<file path="src/rtl/lv_pkg.sv">
// Package: shared types and helpers for the line violation monitor.
// Assumes: one line symbol per channel per clock.
package lv_pkg;

    // Line-code rule selected by the mode input.
    typedef enum logic {
        LINE_AMI  = 1'b0,
        LINE_HDB3 = 1'b1
    } line_code_e;

    // Raw fault flags produced by one channel detector in one clock.
    typedef struct packed {
        logic bpv_both;   // both rails high
        logic bpv_pair;   // same-polarity mark pair
        logic cv;         // pair repeating previous pair polarity
        logic ez;         // zero run at or above the limit
    } lv_events_t;

    // Larger of two zero-run limits, used to size the run counter.
    function automatic int unsigned max_limit(input int unsigned a, input int unsigned b);
        return (a > b) ? a : b;
    endfunction

endpackage

</file>
<file path="src/rtl/lv_chan_detect.sv">
// Module: per-channel line fault detector.
// Tracks last mark polarity, last pair-violation polarity and zero-run
// length, and flags faults combinationally for the current symbol.
// Assumes: pos/neg are already synchronous to clk.
module lv_chan_detect
    import lv_pkg::*;
#(
    parameter int unsigned AMI_ZEROS  = 16,
    parameter int unsigned HDB3_ZEROS = 4
) (
    input  logic       clk,
    input  logic       rst_n,
    input  logic       pos,
    input  logic       neg,
    input  line_code_e code,
    output lv_events_t ev
);

    localparam int unsigned MAXZ = max_limit(AMI_ZEROS, HDB3_ZEROS);
    localparam int unsigned ZW   = $clog2(MAXZ + 1);

    logic          have_mark;
    logic          last_pol;
    logic          have_pair;
    logic          last_pair_pol;
    logic [ZW-1:0] zrun;

    logic          single_mark;
    logic          zero_line;
    logic [ZW:0]   run_now;
    logic [ZW:0]   limit;

    // Classify the present symbol and derive fault flags.
    always_comb begin
        single_mark = pos ^ neg;
        zero_line   = ~pos & ~neg;
        run_now     = {1'b0, zrun} + 1'b1;
        limit       = (code == LINE_HDB3) ? (ZW+1)'(HDB3_ZEROS) : (ZW+1)'(AMI_ZEROS);
        ev.bpv_both = pos & neg;
        ev.bpv_pair = single_mark & have_mark & (last_pol == pos);
        ev.cv       = ev.bpv_pair & have_pair & (last_pair_pol == pos);
        ev.ez       = zero_line & (run_now >= limit);
    end

    // Update polarity trackers on marks and the zero-run counter on every symbol.
    always_ff @(posedge clk) begin
        if (!rst_n) begin
            have_mark     <= 1'b0;
            last_pol      <= 1'b0;
            have_pair     <= 1'b0;
            last_pair_pol <= 1'b0;
            zrun          <= '0;
        end else begin
            if (single_mark) begin
                have_mark <= 1'b1;
                last_pol  <= pos;
            end
            if (ev.bpv_pair) begin
                have_pair     <= 1'b1;
                last_pair_pol <= pos;
            end
            if (zero_line) begin
                if (zrun != ZW'(MAXZ)) zrun <= zrun + 1'b1;
            end else begin
                zrun <= '0;
            end
        end
    end

    // a run that has reached the limit stays flagged while zeros continue.
    p_zero_run_holds_r10: assert property (@(posedge clk) disable iff (!rst_n)
        ev.ez |=> (!(zero_line && $stable(code)) || ev.ez));

endmodule

</file>
<file path="src/rtl/lv_event_qualify.sv">
// Module: selects which raw faults of one channel may set its status bit.
// Assumes: enables are static or change between symbols.
module lv_event_qualify
    import lv_pkg::*;
(
    input  lv_events_t ev,
    input  line_code_e code,
    input  logic       dual_only,
    input  logic       ez_en,
    input  logic       cv_blk,
    output logic       bpv_hit,
    output logic       hit
);

    logic pair_as_bpv;
    logic cv_ok;
    logic ez_ok;

    // Combine raw faults with the mode and per-channel controls.
    always_comb begin
        pair_as_bpv = ev.bpv_pair & (dual_only | (code == LINE_AMI));
        bpv_hit     = ev.bpv_both | pair_as_bpv;
        cv_ok       = ev.cv & (code == LINE_HDB3) & ~dual_only & ~cv_blk;
        ez_ok       = ev.ez & ez_en & ~dual_only;
        hit         = bpv_hit | cv_ok | ez_ok;
    end

endmodule

</file>
<file path="src/rtl/lv_hold_window.sv">
// Module: per-channel capture gate; after a fault is accepted, further
// faults are refused for HOLD clocks regardless of host reads.
// Assumes: HOLD >= 1.
module lv_hold_window #(
    parameter int unsigned HOLD = 3
) (
    input  logic clk,
    input  logic rst_n,
    input  logic hit,
    output logic accept
);

    localparam int unsigned HW = $clog2(HOLD + 1);

    logic [HW-1:0] hold_cnt;

    // Accept only when no window is running.
    always_comb accept = hit & (hold_cnt == '0);

    // Load the window on accept and count it down otherwise.
    always_ff @(posedge clk) begin
        if (!rst_n)               hold_cnt <= '0;
        else if (accept)          hold_cnt <= HW'(HOLD);
        else if (hold_cnt != '0)  hold_cnt <= hold_cnt - 1'b1;
    end

    // Independent count of clocks since the last accept, for the check below.
    logic [HW-1:0] gap;
    logic          seen;
    always_ff @(posedge clk) begin
        if (!rst_n) begin
            gap  <= '0;
            seen <= 1'b0;
        end else if (accept) begin
            gap  <= '0;
            seen <= 1'b1;
        end else if (gap != HW'(HOLD)) begin
            gap  <= gap + 1'b1;
        end
    end

    // two accepts are at least HOLD+1 edges apart.
    p_hold_gap_r7: assert property (@(posedge clk) disable iff (!rst_n)
        (accept && seen) |-> (gap == HW'(HOLD)));

endmodule

</file>
<file path="src/rtl/lv_status_reg.sv">
// Module: sticky status word with read-and-clear port.
// Assumes: rd_strobe is one clock wide per read.
module lv_status_reg #(
    parameter int unsigned NUM_CH = 8
) (
    input  logic              clk,
    input  logic              rst_n,
    input  logic [NUM_CH-1:0] accept,
    input  logic              rd_strobe,
    output logic [NUM_CH-1:0] status,
    output logic [NUM_CH-1:0] rd_data
);

    // Set bits on accepted faults; a read clears old bits but new ones win.
    always_ff @(posedge clk) begin
        if (!rst_n) begin
            status  <= '0;
            rd_data <= '0;
        end else begin
            status <= (rd_strobe ? '0 : status) | accept;
            if (rd_strobe) rd_data <= status;
        end
    end

    // without a read no set bit is lost.
    p_sticky_r4: assert property (@(posedge clk) disable iff (!rst_n)
        !rd_strobe |=> ((status & $past(status)) == $past(status)));

    // a read returns the word from before the clear.
    p_read_value_r5: assert property (@(posedge clk) disable iff (!rst_n)
        rd_strobe |=> (rd_data == $past(status)));

    // an accepted fault is visible next clock, read or not.
    p_accept_sets_r6: assert property (@(posedge clk) disable iff (!rst_n)
        (|accept) |=> ((status & $past(accept)) == $past(accept)));

endmodule

</file>
<file path="src/rtl/line_viol_monitor.sv">
// Module: top of the eight-channel line violation status monitor.
// Per channel: detector -> qualifier -> hold window; then shared status reg.
// Assumes: all inputs synchronous to clk.
module line_viol_monitor
    import lv_pkg::*;
#(
    parameter int unsigned NUM_CH     = 8,
    parameter int unsigned AMI_ZEROS  = 16,
    parameter int unsigned HDB3_ZEROS = 4,
    parameter int unsigned HOLD       = 3
) (
    input  logic              clk,
    input  logic              rst_n,
    input  logic [NUM_CH-1:0] rx_pos,
    input  logic [NUM_CH-1:0] rx_neg,
    input  logic              hdb3_mode,
    input  logic              dual_rail_only,
    input  logic [NUM_CH-1:0] zero_det_en,
    input  logic [NUM_CH-1:0] cv_block,
    input  logic              rd_strobe,
    output logic [NUM_CH-1:0] rd_data
);

    line_code_e        code;
    logic [NUM_CH-1:0] bpv_vec;
    logic [NUM_CH-1:0] hit_vec;
    logic [NUM_CH-1:0] accept_vec;
    logic [NUM_CH-1:0] status;

    // Map the mode pin onto the line-code type.
    always_comb code = line_code_e'(hdb3_mode);

    for (genvar c = 0; c < NUM_CH; c++) begin : g_ch
        lv_events_t ev;

        lv_chan_detect #(
            .AMI_ZEROS (AMI_ZEROS),
            .HDB3_ZEROS(HDB3_ZEROS)
        ) i_detect (
            .clk  (clk),
            .rst_n(rst_n),
            .pos  (rx_pos[c]),
            .neg  (rx_neg[c]),
            .code (code),
            .ev   (ev)
        );

        lv_event_qualify i_qualify (
            .ev       (ev),
            .code     (code),
            .dual_only(dual_rail_only),
            .ez_en    (zero_det_en[c]),
            .cv_blk   (cv_block[c]),
            .bpv_hit  (bpv_vec[c]),
            .hit      (hit_vec[c])
        );

        lv_hold_window #(
            .HOLD(HOLD)
        ) i_window (
            .clk   (clk),
            .rst_n (rst_n),
            .hit   (hit_vec[c]),
            .accept(accept_vec[c])
        );
    end

    lv_status_reg #(
        .NUM_CH(NUM_CH)
    ) i_status (
        .clk      (clk),
        .rst_n    (rst_n),
        .accept   (accept_vec),
        .rd_strobe(rd_strobe),
        .status   (status),
        .rd_data  (rd_data)
    );

    // in dual-rail-only mode nothing but bipolar violations reaches the gate.
    p_dual_bpv_only_r11: assert property (@(posedge clk) disable iff (!rst_n)
        dual_rail_only |-> ((hit_vec & ~bpv_vec) == '0));

    // both rails high always produces a fault request on that channel.
    p_both_rails_r3: assert property (@(posedge clk) disable iff (!rst_n)
        ((rx_pos & rx_neg) & ~hit_vec) == '0);

endmodule

</file>
<file path="config.mk">
export PLATFORM = sky130hd
export DESIGN_NAME = line_viol_monitor
export DESIGN_NICKNAME = d
export VERILOG_FILES = /design/src/rtl/lv_pkg.sv /design/src/rtl/lv_chan_detect.sv /design/src/rtl/lv_event_qualify.sv /design/src/rtl/lv_hold_window.sv /design/src/rtl/lv_status_reg.sv /design/src/rtl/line_viol_monitor.sv
export SDC_FILE = /design/constraint.sdc
export NUM_CORES = 1
export LEC_CHECK = 0
export ABC_AREA = 0
export CORE_UTILIZATION = 40
export DETAILED_ROUTE_END_ITERATION = 10
export GPL_ROUTABILITY_DRIVEN = 1
export PLACE_DENSITY_LB_ADDON = 0.12
export SLEW_MARGIN = 20
export SYNTH_ARGS = -nofsm -noshare
export SYNTH_HDL_FRONTEND = slang
export SYNTH_SLANG_ARGS = --single-unit
</file>
<file path="constraint.sdc">
create_clock -name clk -period 2 [get_ports clk]
set_input_delay 0.6 -clock clk [delete_from_list [all_inputs] [get_ports clk]]
set_output_delay 0.6 -clock clk [all_outputs]
set_load 0.005 [all_outputs]
</file>
==> flow_metrics.env, run 1 <==
export IMPL_synthMostInstantiatedCell="sky130_fd_sc_hd__dfxtp_1"
export IMPL_postRouteWirelength_um=11600
export IMPL_max_freq_mhz=533
export IMPL_critical_path_buf_inv_count=0
export IMPL_vdd_ir_drop_worst_mv=0.338
export IMPL_critical_path_cell_chain="ha_1, xnor2_1, ha_1, a21boi_0, nand4b_1, a211oi_1, o21ai_1"
export IMPL_power_per_cell_area_mw_per_mm2=733
export IMPL_synth_top_cell_area_share_pct=34.5
export IMPL_tritoncts="yes"
export IMPL_critPathSlowestCell="sky130_fd_sc_hd__dfxtp_2"
export IMPL_tightest_slew_ns=0.470
export IMPL_n_antenna_cell=0
export IMPL_clock_insertion_delay_worst_skew_ns=0.35
export IMPL_die_height_um=125
export IMPL_avgSynthCellArea_um2=9.28
export IMPL_cts_buffers=9
export IMPL_number_of_distinct_library_cells_after_synthesis=36
export IMPL_synth_seq_area_share_pct=34.5
export IMPL_cts_root_buf="sky130_fd_sc_hd__clkbuf_16"
export IMPL_max_root_sink_buffers=2
export IMPL_grt_first_pass_wirelength_um=19800
export IMPL_yosys_warnings=0
export IMPL_mappedNetlistArea_mm2=0.00604
export IMPL_layout_area_overhead_vs_synth_pct=23.7
export IMPL_endpoint_kind="register"
export IMPL_max_stage_delay_ns=0.34
export IMPL_detailroute_via_count=4484
export IMPL_report_final_hold_viol_count=0
export IMPL_post_route_util_pct=51.1
export IMPL_route_antenna_remaining_nets=0
export IMPL_synth_top_area_cell="sky130_fd_sc_hd__dfxtp_1"
export IMPL_cts_htree_levels=3
export IMPL_floorplan_die_area_mm2=0.0156
export IMPL_critical_path_max_fanout=5
export IMPL_pre_cts_slack_ns=-0.381
export IMPL_critical_path_top_cell_by_count="sky130_fd_sc_hd__ha_1"
export IMPL_floorplan_core_area_mm2=0.0146
export IMPL_finish_stage_setup_viols=0
export IMPL_synth_ff_latch_count=104
export IMPL_gate_count_of_the_mapped_netlist=651
export IMPL_antenna_found_initial=0
export IMPL_timing_worst_setup_path_type="reg -> reg"
export IMPL_outcome="finished with violations"
export IMPL_rows=44
export IMPL_clkSlewWorstSetupHoldPaths_ns=0.07
export IMPL_timing_final_max_slew_violations=0
export IMPL_max_cap_viol_count=0
export IMPL_portBuffers=44
export IMPL_crit_arrival_ns=2.11
export IMPL_final_layout_size_suffix_gt1_share_pct=19.5
export IMPL_relSlewSlack_pct=68.4
export IMPL_cpLargestDelayFamily="compound AO/OA/AOI/OAI gates"
export IMPL_violated_checks="design-rule violations"
export IMPL_finalWeightedCongestion=0.805
export IMPL_hold_bufs_inserted_after_cts=0
export IMPL_synth_flop_cell="sky130_fd_sc_hd__dfxtp_1"
export IMPL_synth_enable_flop_cells=0
export IMPL_syn_nets=752
export IMPL_pin_count_of_the_biggest_net_entering_global_routing=25
export IMPL_drtPass1Iterations=9
export IMPL_fin_ws_ns=0.122
export IMPL_drt_first_iter_violations=90
export IMPL_route_detailed_wl_per_inst_um=12.4
export IMPL_post_route_drc_count=4
export IMPL_finalCritPeriodShare_pct=93.9
export IMPL_share_of_async_settable_or_async_resettable_flops_after_synthesis_pct=0
export IMPL_p_leak_nw=3.03
export IMPL_fin_area_mm2=0.00748
export IMPL_number_of_global_route_vias_before_repair=4596
export IMPL_die_width_um=125
export IMPL_totalNegativeSetupSlack_ns=0
export IMPL_initial_utilization_pct=41.3
export IMPL_finish_net_count=851
export IMPL_cts_num_sinks=104
export IMPL_num_io_pins=45
export IMPL_grt_use_total_pct=15.6
export IMPL_place_area_mm2=0.00699
export IMPL_list_of_most_frequent_post_synthesis_cells="sky130_fd_sc_hd__dfxtp_1 (104), sky130_fd_sc_hd__ha_1 (64), sky130_fd_sc_hd__inv_1 (64)"
export IMPL_layout_min_cycle_time_ns=1.88
export IMPL_vias_per_cell=4.78
export IMPL_globalRoute_totalOverflow=0
export IMPL_synth_area_leaders="sky130_fd_sc_hd__dfxtp_1 (34%), sky130_fd_sc_hd__ha_1 (13%), sky130_fd_sc_hd__xnor2_1 (5.8%)"
export IMPL_startpoint_type="register"
export IMPL_skew_ns=0.00679
export IMPL_hpwlAfterDp_um=8630
export IMPL_worst_ep_required_time_ns=2.24
export IMPL_min_delay_path_class="reg -> reg"
## kinds of logic after synthesis
group / count (synthesis) / synth area share [%]
XOR/XNOR: 48 / 6.96
adder cells (fa/ha/maj): 64 / 13.3
buffers and inverters: 78 / 6.11
flip-flops: 104 / 34.5
multiplexers: 32 / 5.30
AND/OR/NAND/NOR: 213 / 18.9
AO/OA/AOI/OAI: 112 / 15.1
## per-stage QoR
stage / std cells / power [mW] / hold WS (ns)
6_report: 939 / 5.48 / 0.461
2_1_floorplan: 651 / 3.34 / 0.438
3_5_place_dp: 916 / 3.73 / 0.456
3_3_place_gp: 916 / 3.67 / 0.445
4_1_cts: 932 / 5.55 / 0.466
5_1_grt: 939 / 5.84 / 0.482
## sequential cells by signal, indices dropped and copies added, names as in the netlist
register                     cells
i_status.rd_data                 8
i_status.status                  8
g_ch.i_detect.last_pair_pol      8
g_ch.i_detect.have_pair          8
g_ch.i_window.hold_cnt          16
g_ch.i_detect.zrun              40
g_ch.i_detect.last_pol           8
g_ch.i_detect.have_mark          8
## power breakdown
part / total (mW) / leakage [nW] / internal, mW / switching [mW]
clock: 1.79 / 0.150 / 1.04 / 0.749
sequential: 2.41 / 0.855 / 2.30 / 0.113
combinational: 1.29 / 2.02 / 0.668 / 0.619
## worst min-delay path: stages, from the launching register on
cell and delay, ns:
sky130_fd_sc_hd__dfxtp_1 0.31, sky130_fd_sc_hd__nand2_1 0.05, sky130_fd_sc_hd__mux2i_1 0.05
## metal layers
layer,up-vias,GRT usage (%),part of all wire (%)
met1,2048,18.6,48
met5,-,0,0
met2,41,27.6,47
met3,12,3.31,2.7
li1,2383,-,-
met4,0,5.60,1.5
## what timing repair did
action / in CTS / in global routing
resized for setup: 1 / 29
setup endpoints to repair: 1 / 22
setup buffers: 0 / 7
pin swaps: 0 / 5
## path summary, 6_finish.rpt
check,start,to,slack [ns],cells after the start
worst max register to register,g_ch[1].i_detect.zrun[0]$_SDFFE_PN0P_,i_status.status[1]$_SDFF_PN0_,0.12,7
worst min-delay path,g_ch[5].i_window.hold_cnt[1]$_SDFFE_PN0P_,g_ch[5].i_window.hold_cnt[1]$_SDFFE_PN0P_,0.46,2
worst max-delay path,g_ch[1].i_detect.zrun[0]$_SDFFE_PN0P_,i_status.status[1]$_SDFF_PN0_,0.12,7
worst min register to register,g_ch[5].i_window.hold_cnt[1]$_SDFFE_PN0P_,g_ch[5].i_window.hold_cnt[1]$_SDFFE_PN0P_,0.46,2
## cell type report
| cell class | count | area, um^2 |
|---|---|---|
| Sequential cell | 104 | 2100 |
| Inverter | 64 | 240 |
| Clock buffer | 13 | 260 |
| Fill cell | 1365 | 7170 |
| Clock inverter | 3 | 40.0 |
| Multi-Input combinational cell | 469 | 3680 |
| Timing Repair Buffer | 102 | 931 |
| Tap cell | 184 | 230 |
## layout by cell type (no fill, tap or decap), drive strengths merged
| cell type | netlist | final |
|---|---|---|
| o21ai | 40 | 40 |
| and3 | 8 | 8 |
| nand3 | 32 | 32 |
| a31oi | 8 | 8 |
| nor2 | 56 | 56 |
| ha | 64 | 64 |
| nor2b | 32 | 32 |
| a211oi | 16 | 16 |
| nand2b | 9 | 9 |
| bufinv | 0 | 1 |
| and4bb | 4 | 4 |
| buf | 5 | 59 |
| o21a | 8 | 8 |
| clkdlybuf4s50 | 0 | 42 |
| or2 | 8 | 8 |
| clkbuf | 8 | 13 |
| nand4b | 8 | 8 |
| xor2 | 8 | 8 |
| mux2i | 32 | 32 |
| nor3 | 4 | 4 |
| clkinv | 0 | 2 |
| dfxtp | 104 | 104 |
| nand3b | 8 | 8 |
| a21oi | 16 | 16 |
| dlymetal6s2s | 1 | 1 |
| xnor2 | 40 | 40 |
| inv | 64 | 64 |
| nand2 | 44 | 44 |
| a21boi | 24 | 24 |
No activity file was read; power rests on OpenSTA's default activity.
==> inputs of run 2 (changes only) <==
--- a/config.mk
+++ b/config.mk
@@ -6,9 +6,10 @@
 export NUM_CORES = 1
 export LEC_CHECK = 0
 export ABC_AREA = 0
-export CORE_UTILIZATION = 40
+export CORE_UTILIZATION = 31
 export DETAILED_ROUTE_END_ITERATION = 10
 export GPL_ROUTABILITY_DRIVEN = 1
+export HOLD_SLACK_MARGIN = 0.02
 export PLACE_DENSITY_LB_ADDON = 0.12
 export SLEW_MARGIN = 20
 export SYNTH_ARGS = -nofsm -noshare
==> flow_metrics.env, run 2 (synthesis results as in run 1) <==
export IMPL_outcome="finished clean"
export IMPL_route_detailed_wl_per_inst_um=12.1
export IMPL_grtUsageMet2_pct=21.8
export IMPL_met3_usage_pct=2.83
export IMPL_clkSlewWorstSetupHoldPaths_ns=0.07
export IMPL_max_cap_viol_count=0
export IMPL_mostFrequentLayoutCells="sky130_fd_sc_hd__dfxtp_1 (94), sky130_fd_sc_hd__inv_1 (64), sky130_fd_sc_hd__ha_1 (62)"
export IMPL_vias_per_cell=4.47
export IMPL_post_route_drc_count=0
export IMPL_fin_total_pwr_mw=5.80
export IMPL_detailroute_via_count=4575
export IMPL_cts_root_buf="sky130_fd_sc_hd__clkbuf_16"
export IMPL_min_delay_path_class="reg -> reg"
export IMPL_initial_utilization_pct=32.0
export IMPL_hold_slack_ns=0.459
export IMPL_report_final_hold_viol_count=0
export IMPL_route_antenna_remaining_nets=0
export IMPL_max_reg_flops=40
export IMPL_globalRoute_totalOverflow=0
export IMPL_finish_stage_setup_viols=0
export IMPL_clock_insertion_delay_worst_skew_ns=0.35
export IMPL_floorplan_core_area_mm2=0.0189
export IMPL_fin_ws_ns=0.124
export IMPL_grt_use_total_pct=12.8
export IMPL_timing_final_max_slew_violations=0
export IMPL_finish_net_count=859
export IMPL_worst_ep_required_time_ns=2.28
export IMPL_final_non_filler_cells=1023
export IMPL_totalNegativeSetupSlack_ns=0
export IMPL_critical_path_cell_chain="ha_2, nand3_1, xnor2_2, ha_1, nor2_1, a211oi_2, a21oi_2, mux2i_1"
export IMPL_hpwlAfterDp_um=9050
export IMPL_finalCritPeriodShare_pct=93.8
export IMPL_placedCellCount=1002
export IMPL_vdd_ir_drop_worst_mv=0.412
export IMPL_pin_count_of_the_biggest_net_entering_global_routing=35
export IMPL_crit_arrival_ns=2.15
export IMPL_n_antenna_cell=0
export IMPL_tritoncts="yes"
export IMPL_startpoint_type="register"
export IMPL_top_register="g_ch.i_detect.zrun"
export IMPL_cts_buffers=9
export IMPL_cts_num_sinks=104
export IMPL_skew_ns=0.00606
export IMPL_layout_area_overhead_vs_synth_pct=27.3
export IMPL_tightest_slew_ns=0.483
export IMPL_final_layout_size_suffix_gt1_share_pct=20.1
export IMPL_num_io_pins=45
export IMPL_timing_worst_setup_path_type="reg -> reg"
export IMPL_p_leak_nw=3.09
export IMPL_critical_path_max_fanout=5
export IMPL_hold_bufs_inserted_after_cts=0
export IMPL_met1_grt_util_pct=15.5
export IMPL_rows=50
export IMPL_die_height_um=142
export IMPL_most_frequent_standard_cell_in_the_layout_excluding_fill_and_tap_cells="sky130_fd_sc_hd__dfxtp_1"
export IMPL_number_of_global_route_vias_before_repair=4390
export IMPL_max_freq_mhz=533
export IMPL_fin_area_mm2=0.00769
export IMPL_post_route_util_pct=40.7
export IMPL_endpoint_kind="register"
export IMPL_max_root_sink_buffers=2
export IMPL_drt_first_iter_violations=104
export IMPL_pre_cts_slack_ns=-0.389
export IMPL_postRouteWirelength_um=12300
export IMPL_die_width_um=142
export IMPL_power_per_cell_area_mw_per_mm2=754
export IMPL_layout_min_cycle_time_ns=1.88
export IMPL_portBuffers=44
export IMPL_antenna_found_initial=0
export IMPL_largest_registers="g_ch.i_detect.zrun (40), g_ch.i_window.hold_cnt (16)"
export IMPL_critPathSlowestCell="sky130_fd_sc_hd__dfxtp_2"
export IMPL_relSlewSlack_pct=67.6
export IMPL_max_stage_delay_ns=0.37
export IMPL_floorplan_die_area_mm2=0.0201
export IMPL_cts_htree_levels=3
export IMPL_grt_first_pass_wirelength_um=20300
export IMPL_drtPass1Iterations=4
export IMPL_finalWeightedCongestion=0.786
export IMPL_top_usage_layer="met2"
export IMPL_place_area_mm2=0.00720
[run 2: cell count changes in the layout (fill, tap and decap cells not counted), moves of 2 or more]
cell                        delta
sky130_fd_sc_hd__ha_1          +2
sky130_fd_sc_hd__buf_4         +7
sky130_fd_sc_hd__xnor2_1       +2
sky130_fd_sc_hd__bufinv_16     +2
sky130_fd_sc_hd__xnor2_2       -2
sky130_fd_sc_hd__ha_2          -2
sky130_fd_sc_hd__clkbuf_1      -2
[run 2: timing repair]
item	4_1_cts	5_1_grt
buffers inserted	4	0
resized for setup	1	23
pin swaps	2	3
setup endpoints to repair	4	19
gates cloned	0	1
[run 2: cell type report]
| class | count | area, um^2 |
|---|---|---|
| Fill cell | 1885 | 11200 |
| Multi-Input combinational cell | 469 | 3660 |
| Sequential cell | 104 | 2090 |
| Timing Repair Buffer | 110 | 1010 |
| Tap cell | 260 | 325 |
| Clock buffer | 11 | 253 |
| Inverter | 64 | 240 |
| Clock inverter | 5 | 103 |
[run 2: per-layer routing]
layer,routed length (um),share of wire [%]
met1,5880,48
met2,5950,48
met3,297,2.4
met4,210,1.7
met5,0,0
[run 2: critical path, delay by kind of cell, from the launching register on]
kind,cells,cell delay [ns]
compound gates,2,0.42
xor+xnor,1,0.17
fa+ha+maj,2,0.50
flops,1,0.37
mux,1,0.18
simple gates,2,0.16
[run 2: final timing paths]
kind	end	start	slack, ns	cells after the start
worst max-delay path	g_ch[4].i_window.hold_cnt[1]$_SDFFE_PN0P_	g_ch[4].i_detect.zrun[0]$_SDFFE_PN0P_	0.12	8
worst min-delay path	g_ch[3].i_window.hold_cnt[1]$_SDFFE_PN0P_	g_ch[3].i_window.hold_cnt[1]$_SDFFE_PN0P_	0.46	2
worst max register to register	g_ch[4].i_window.hold_cnt[1]$_SDFFE_PN0P_	g_ch[4].i_detect.zrun[0]$_SDFFE_PN0P_	0.12	8
worst min register to register	g_ch[3].i_window.hold_cnt[1]$_SDFFE_PN0P_	g_ch[3].i_window.hold_cnt[1]$_SDFFE_PN0P_	0.46	2
[run 2: power breakdown]
part | switching, mW | total [mW] | internal, mW
sequential | 0.114 | 2.41 | 2.29
clock | 0.791 | 2.08 | 1.29
combinational | 0.623 | 1.31 | 0.683
